--- src/rtl/i2c_phase_pkg.sv ---
package i2c_phase_pkg;

   typedef enum logic [2:0] {
      PH_IDLE      = 3'd0,
      PH_START     = 3'd1,
      PH_LOW_EDGE  = 3'd2,
      PH_LOW       = 3'd3,
      PH_HIGH_EDGE = 3'd4,
      PH_HIGH      = 3'd5,
      PH_STOP      = 3'd6
   } phase_e;

   localparam logic [2:0] RQ_START   = 3'd0;
   localparam logic [2:0] RQ_RESTART = 3'd1;
   localparam logic [2:0] RQ_WRITE   = 3'd2;
   localparam logic [2:0] RQ_READ    = 3'd3;
   localparam logic [2:0] RQ_STOP    = 3'd4;

   typedef enum logic [3:0] {
      DS_NONE,
      DS_START_HOLD,
      DS_RS_SETUP,
      DS_SDA_HOLD,
      DS_LOW,
      DS_SAMPLE,
      DS_HIGH,
      DS_STOP_SETUP,
      DS_STOP_HOLD
   } dur_e;

   function automatic logic is_cond(input logic [2:0] k);
      return (k == RQ_START) || (k == RQ_RESTART);
   endfunction

   function automatic logic is_bit(input logic [2:0] k);
      return (k == RQ_WRITE) || (k == RQ_READ);
   endfunction

endpackage

--- src/rtl/i2c_phase_timer.sv ---
module i2c_phase_timer #(
   parameter int W = 14
) (
   input  logic         clk,
   input  logic         rst_n,
   input  logic         load,
   input  logic [W-1:0] count,
   output logic         expired
);
   localparam logic [W-1:0] ONE = W'(1);

   logic [W-1:0] cnt_q;

   // A loaded value of v gives max(v,1) cycles before expiry.
   always_ff @(posedge clk or negedge rst_n) begin
      if (!rst_n)
         cnt_q <= '0;
      else if (load)
         cnt_q <= (count == '0) ? '0 : count - ONE;
      else if (cnt_q != '0)
         cnt_q <= cnt_q - ONE;
   end

   assign expired = (cnt_q == '0);
endmodule

--- src/rtl/i2c_sda_sync.sv ---
module i2c_sda_sync #(
   parameter int STAGES = 2
) (
   input  logic clk,
   input  logic rst_n,
   input  logic din,
   output logic dout
);
   logic [STAGES-1:0] sh_q;

   always_ff @(posedge clk or negedge rst_n) begin
      if (!rst_n)
         sh_q <= '1;
      else begin
         sh_q[0] <= din;
         for (int i = 1; i < STAGES; i++)
            sh_q[i] <= sh_q[i-1];
      end
   end

   assign dout = sh_q[STAGES-1];
endmodule

--- src/rtl/i2c_phase_fsm.sv ---
module i2c_phase_fsm
   import i2c_phase_pkg::*;
(
   input  logic       clk,
   input  logic       rst_n,
   input  logic       req_valid,
   input  logic [2:0] req_kind,
   input  logic       req_bit,
   input  logic       sda_s,
   input  logic       expired,
   output phase_e     phase,
   output logic       scl_low,
   output logic       sda_low,
   output logic       done,
   output logic       rd_valid,
   output logic       rd_bit,
   output dur_e       dsel,
   output logic       load
);
   phase_e     phase_q, ph_n;
   logic       scl_q, scl_n, sda_q, sda_n;
   logic [2:0] kind_q, kind_n;
   logic       bit_q, bit_n;
   logic       done_q, done_n, rdv_q, rdv_n, rdb_q, rdb_n;

   always_comb begin
      ph_n   = phase_q;
      scl_n  = scl_q;
      sda_n  = sda_q;
      kind_n = kind_q;
      bit_n  = bit_q;
      done_n = 1'b0;
      rdv_n  = 1'b0;
      rdb_n  = rdb_q;
      dsel   = DS_NONE;
      case (phase_q)
         PH_IDLE: if (req_valid) begin
            kind_n = req_kind;
            bit_n  = req_bit;
            if (is_cond(req_kind) && !scl_q) begin
               ph_n  = PH_START;
               sda_n = 1'b1;
               dsel  = DS_START_HOLD;
            end else if (scl_q && (is_cond(req_kind) || is_bit(req_kind) ||
                                   req_kind == RQ_STOP)) begin
               ph_n = PH_LOW_EDGE;
               dsel = DS_SDA_HOLD;
            end else begin
               done_n = 1'b1;
            end
         end
         PH_LOW_EDGE: if (expired) begin
            ph_n = PH_LOW;
            dsel = DS_LOW;
            if (kind_q == RQ_WRITE)     sda_n = !bit_q;
            else if (kind_q == RQ_STOP) sda_n = 1'b1;
            else                        sda_n = 1'b0;
         end
         PH_LOW: if (expired) begin
            ph_n  = PH_HIGH_EDGE;
            scl_n = 1'b0;
            if (is_bit(kind_q))         dsel = DS_SAMPLE;
            else if (kind_q == RQ_STOP) dsel = DS_STOP_SETUP;
            else                        dsel = DS_RS_SETUP;
         end
         PH_HIGH_EDGE: if (expired) begin
            if (is_bit(kind_q)) begin
               ph_n  = PH_HIGH;
               dsel  = DS_HIGH;
               rdv_n = 1'b1;
               rdb_n = sda_s;
            end else if (kind_q == RQ_STOP) begin
               ph_n  = PH_STOP;
               sda_n = 1'b0;
               dsel  = DS_STOP_HOLD;
            end else begin
               ph_n  = PH_START;
               sda_n = 1'b1;
               dsel  = DS_START_HOLD;
            end
         end
         PH_HIGH, PH_START: if (expired) begin
            ph_n   = PH_IDLE;
            scl_n  = 1'b1;
            done_n = 1'b1;
         end
         PH_STOP: if (expired) begin
            ph_n   = PH_IDLE;
            done_n = 1'b1;
         end
         default: ph_n = PH_IDLE;
      endcase
   end

   always_ff @(posedge clk or negedge rst_n) begin
      if (!rst_n) begin
         phase_q <= PH_IDLE;
         scl_q   <= 1'b0;
         sda_q   <= 1'b0;
         kind_q  <= RQ_START;
         bit_q   <= 1'b0;
         done_q  <= 1'b0;
         rdv_q   <= 1'b0;
         rdb_q   <= 1'b0;
      end else begin
         phase_q <= ph_n;
         scl_q   <= scl_n;
         sda_q   <= sda_n;
         kind_q  <= kind_n;
         bit_q   <= bit_n;
         done_q  <= done_n;
         rdv_q   <= rdv_n;
         rdb_q   <= rdb_n;
      end
   end

   assign load     = (dsel != DS_NONE);
   assign phase    = phase_q;
   assign scl_low  = scl_q;
   assign sda_low  = sda_q;
   assign done     = done_q;
   assign rd_valid = rdv_q;
   assign rd_bit   = rdb_q;
endmodule

--- src/rtl/i2c_phase_gen.sv ---
module i2c_phase_gen
   import i2c_phase_pkg::*;
#(
   parameter int WIDE_W      = 14,
   parameter int NARROW_W    = 10,
   parameter int SYNC_STAGES = 2
) (
   input  logic                clk,
   input  logic                rst_n,
   input  logic                req_valid,
   input  logic [2:0]          req_kind,
   input  logic                req_bit,
   output logic                req_ready,
   input  logic [WIDE_W-1:0]   cfg_low,
   input  logic [WIDE_W-1:0]   cfg_high,
   input  logic [NARROW_W-1:0] cfg_start_hold,
   input  logic [NARROW_W-1:0] cfg_rs_setup,
   input  logic [NARROW_W-1:0] cfg_stop_setup,
   input  logic [WIDE_W-1:0]   cfg_stop_hold,
   input  logic [NARROW_W-1:0] cfg_sda_hold,
   input  logic [NARROW_W-1:0] cfg_sample,
   input  logic                sda_in,
   output logic                scl_drive_low,
   output logic                sda_drive_low,
   output logic [2:0]          phase,
   output logic                done,
   output logic                rd_valid,
   output logic                rd_bit
);
   if (NARROW_W < 1 || NARROW_W > WIDE_W) begin : g_bad_width
      $error("i2c_phase_gen: NARROW_W must lie in 1..WIDE_W");
   end
   if (SYNC_STAGES < 0) begin : g_bad_sync
      $error("i2c_phase_gen: SYNC_STAGES must not be negative");
   end

   logic              sda_s;
   logic              expired;
   logic              load;
   dur_e              dsel;
   phase_e            ph;
   logic [WIDE_W-1:0] dur;

   if (SYNC_STAGES == 0) begin : g_nosync
      assign sda_s = sda_in;
   end else begin : g_sync
      i2c_sda_sync #(.STAGES(SYNC_STAGES)) u_sync (
         .clk  (clk),
         .rst_n(rst_n),
         .din  (sda_in),
         .dout (sda_s)
      );
   end

   always_comb begin
      case (dsel)
         DS_START_HOLD: dur = WIDE_W'(cfg_start_hold);
         DS_RS_SETUP:   dur = WIDE_W'(cfg_rs_setup);
         DS_SDA_HOLD:   dur = WIDE_W'(cfg_sda_hold);
         DS_LOW:        dur = cfg_low;
         DS_SAMPLE:     dur = WIDE_W'(cfg_sample);
         DS_HIGH:       dur = cfg_high;
         DS_STOP_SETUP: dur = WIDE_W'(cfg_stop_setup);
         DS_STOP_HOLD:  dur = cfg_stop_hold;
         default:       dur = '0;
      endcase
   end

   i2c_phase_timer #(.W(WIDE_W)) u_timer (
      .clk    (clk),
      .rst_n  (rst_n),
      .load   (load),
      .count  (dur),
      .expired(expired)
   );

   i2c_phase_fsm u_fsm (
      .clk      (clk),
      .rst_n    (rst_n),
      .req_valid(req_valid),
      .req_kind (req_kind),
      .req_bit  (req_bit),
      .sda_s    (sda_s),
      .expired  (expired),
      .phase    (ph),
      .scl_low  (scl_drive_low),
      .sda_low  (sda_drive_low),
      .done     (done),
      .rd_valid (rd_valid),
      .rd_bit   (rd_bit),
      .dsel     (dsel),
      .load     (load)
   );

   assign phase     = ph;
   assign req_ready = (ph == PH_IDLE);
endmodule

--- config.mk ---
export PLATFORM = sky130hd
export DESIGN_NAME = i2c_phase_gen
export DESIGN_NICKNAME = d
export VERILOG_FILES = /design/src/rtl/i2c_phase_pkg.sv /design/src/rtl/i2c_phase_timer.sv /design/src/rtl/i2c_sda_sync.sv /design/src/rtl/i2c_phase_fsm.sv /design/src/rtl/i2c_phase_gen.sv
export SDC_FILE = /design/constraint.sdc
export NUM_CORES = 1
export LEC_CHECK = 0
export BUFFER_PORTS_ARGS = -buffer_cell sky130_fd_sc_hd__buf_4
export CAP_MARGIN = 20
export CORE_MARGIN = 3
export CORE_UTILIZATION = 35
export CTS_CLUSTER_DIAMETER = 100
export CTS_CLUSTER_SIZE = 14
export DETAILED_ROUTE_END_ITERATION = 8
export SLEW_MARGIN = 20
export SYNTH_ARGS = -nofsm -noshare
export SYNTH_HDL_FRONTEND = slang
export SYNTH_HIERARCHICAL = 1
export SYNTH_SLANG_ARGS = --single-unit
export TNS_END_PERCENT = 100
--- constraint.sdc ---
create_clock -name clk -period 4.9 [get_ports clk]
set_clock_uncertainty 0.05 [all_clocks]
set_input_delay 0.245 -clock clk [delete_from_list [all_inputs] [get_ports clk]]
set_output_delay 0.245 -clock clk [all_outputs]
set_load 0.02 [all_outputs]
==> results.md <==
* Count leader, synth: nand3b_1
* Synth area leader: dfrtp_1
* Placed cell count at 597
* Synth warn at 6
* Crit. Startpoint: u_timer/cnt_q[12]
* Final setup violation count at 0
* Die footprint at 9860 sq um
* Vias per cell at 5.57
* H-tree levels at 1
* Post-synthesis xor/xnor area fraction at 2.30%
* Main combinational cell family by area after synthesis: simple AND/OR/NAND/NOR gates
* 1st-pass router iterations at 5
* CP max FO at 11
* Critical Path Source Type: flop
* Mapped Cells at 384
* DRC Markers at 0
* Initial Util at 36.5%
* # port buffers at 108
* MaxCap Viol Count at 0
* HP Class: input port to flop
* CP Class: flop to flop
* Netlist Area Pre-Place at 3050 sq um
* RD Place Congestion at 0.907
* LEAKAGE at 1.80 nW
* Grt ovf at 0
* Sink Count at 28
* Top post-synthesis cells by area: dfrtp_1 21%, nand3b_1 15%, a21oi_1 6.9%
* Share of cells above drive strength 1 at 34.1%
* Power density over the cells at 249 nW/um^2
* Overall power at approximately 1.0 mW
* Iteration-0 DRC Markers at 233
* Clock latency on the worst-skew pair at 280 ps
* Die W at slightly below 100 microns
* Place WS at 25.4 ps
* Vias in the first global route at 3270
* N_diodes at 0
* Non-Filler Instances at around 610
* Global-route wire length before repair at roughly 15 mm
* Placed Area at 4030 sq um
* Simple-Gate Fraction of Synth Area at 40.6%
* Clk root buf: clkbuf_8
* Slew Limit Fails at 0
* Critical Path, Cell by Cell: nor4_1 > buf_4 > nand4_1 > inv_1 > or4bb_1 > or2_2 > clkinvlp_4 > nand3b_2 > nor2_1 > or4_1 > or4_4 > or4_4 > or4_1 > o311ai_1
* Initial antenna violation count at 0
* Count of different cell masters after synthesis at 67
* Crit path capture: u_timer/cnt_q[13]
* Fmax at 213 MHz
* FF+latch count, synth at 28
* Fin Hold WS at between 15 and 20 ps
* Crit path time final at ~4700 ps
* Ys async rst share at between 90% and 100%
* Die H at 99.3 microns
* EDFF count, synth at 0
* Placeable core area at 8340 sq um
* CTS tree: done
* RSZ-0062 raised after global routing: yes
* VDD IR-drop max at 0.000132 V
* Cell Rows at 33
* R2r endpoint: u_timer/cnt_q[13]
* Worst relative slew slack at 33.6%
* Syn_nets at 486
* Clock transition at path regs at ~100 ps
* Setup ws final at 206 ps
* Routed wire length at approximately 9.7 mm
* Worst Path Required at 5030 ps
* Crit. End Element: flop
* Final Hold Viols at 0
* Mux cell area share after synthesis at around 6.8%
* Global Route Usage Sum at 18.6%
* Drt wl/cell at between 15 and 20 microns
* Synth Area in Adders at 0.821%
* Sequential area share after synthesis at a little under a quarter
* Routed Antenna Nets at 0
* Setup TNS at 0 ps
* R2R setup slack at 210 ps
* Status: finished clean
* Fin util at 50.2%
* Clk buf depth at 2
* R2R cell count at 14
* Max stage delay on crit path at 600 ps
* HPWL Detailed at 7.68 mm
* Total CTS buffers at 3
* Critical path data arrival time at 4830 ps
* Top Ports at 109
* Area growth from synthesis to layout at 37.4%
* Largest net degree at the start of global routing at 45
* Via count at 3391
* Compound-Gate Fraction of Synth Area at between 10% and 20%
* Synth top cells by count: 61 x nand3b_1, 42 x a21oi_1, 36 x nor2_1
* Final Instance Area at approximately 4200 sq um
* Main synth FF type: dfrtp_1
* CP max-delay cell: or4_4
* Final period util at 95.8%
* Nets@finish at ~610
* Mapped Avg Cell Area at 7.94 sq um
* Worst-Margin Slew at 987 ps
* Post-synth top area share at approximately a fifth
* Worst r2r src: u_timer/cnt_q[12]
## report_power, final
| group | total, mW | internal [mW] | switching, mW |
|---|---|---|---|
| Sequential | 0.383 | 0.303 | 0.0801 |
| Combinational | 0.473 | 0.240 | 0.233 |
| Clock | 0.185 | 0.109 | 0.0754 |
| Total | 1.04 | 0.652 | 0.389 |
## state kept, by name (all words and copies together), names as in the netlist
signal	flops
u_fsm/rd_valid	1
u_fsm/bit_q	1
u_fsm/rd_bit	1
u_fsm/scl_low	1
u_fsm/phase	3
u_fsm/kind_q	3
u_timer/cnt_q	14
g_sync.u_sync/sh_q	2
u_fsm/done	1
u_fsm/sda_low	1
## worst max-delay path, delay by kind of cell (launching register included)
| kind | cells | cell delay (ps) |
|---|---|---|
| flip-flops | 1 | 430 |
| AND/OR/NAND/NOR | 10 | 3560 |
| AO/OA/AOI/OAI | 1 | 80 |
| buffers and inverters | 3 | 490 |
## metal layers
| metal | wire length [microns] | share of wire (%) | vias up | global-route usage [%] |
|---|---|---|---|---|
| met2 | 4340 | 45 | 129 | 29.4 |
| li1 | - | - | 1686 | - |
| met1 | 4530 | 47 | 1568 | 26.6 |
| met5 | 0 | 0 | - | 0 |
| met4 | 97 | 1.0 | 0 | 4.62 |
| met3 | 680 | 7.0 | 8 | 2.88 |
## logic make-up after synthesis
| family | Yosys count |
|---|---|
| buffers and inverters | 40 |
| AOI/OAI and AO/OA | 89 |
| xor gates and xnor gates | 8 |
| and+or+nand+nor | 197 |
| adders and majority gates | 2 |
| muxes | 20 |
| DFF | 28 |
## layout make-up
cell class,count,area (sq um)
multi-input combinational,316,2140
tap,105,131
inverter,14,56.3
sequential,28,703
timing repair buffer,142,1090
fill,841,4150
clock inverter,1,30.0
clock buffer,3,41.3
## layout by cell type (no fill, tap or decap), types with 3 or more instances in the layout
cell type / Yosys / layout
or3_1: 3 / 3
inv_1: 13 / 11
mux2i_1: 14 / 14
o211ai_1: 4 / 4
nand3_1: 25 / 25
o22ai_1: 3 / 3
o21ai_0: 9 / 9
nor4_1: 4 / 4
xnor2_1: 6 / 6
or4_1: 13 / 13
a21oi_1: 42 / 42
mux2_2: 6 / 6
dfrtp_1: 26 / 26
and2b_1: 4 / 4
nand3b_1: 61 / 61
a2bb2oi_1: 4 / 4
nor3_1: 8 / 8
nor2_1: 36 / 36
a211oi_1: 3 / 3
nor2b_1: 4 / 4
clkbuf_8: 0 / 3
buf_4: 3 / 138
or2_2: 3 / 3
nand2_1: 13 / 13
## worst min-delay path by stage
| stage | slack, ps | startpoint | end | cells past startpoint |
|---|---|---|---|---|
| 2_1_floorplan | -100 | rst_n | u_fsm/bit_q | 0 |
| 3_3_place_gp | 140 | rst_n | u_fsm/kind_q[0] | 1 |
| 3_5_place_dp | 140 | rst_n | u_fsm/scl_low | 1 |
| 4_1_cts | 9 | sda_in | g_sync.u_sync/sh_q[0] | 1 |
| 5_1_grt | 4 | sda_in | g_sync.u_sync/sh_q[0] | 1 |
| 6_report | 20 | sda_in | g_sync.u_sync/sh_q[0] | 1 |
## what timing repair did
item	in CTS	in global routing
gates resized for setup	2	5
buffers inserted	0	7
hold buffers	1	0
setup endpoints to repair	1	14
pin swaps	0	0
hold endpoints to repair	26	0
No activity file was read; power rests on OpenSTA's default activity.
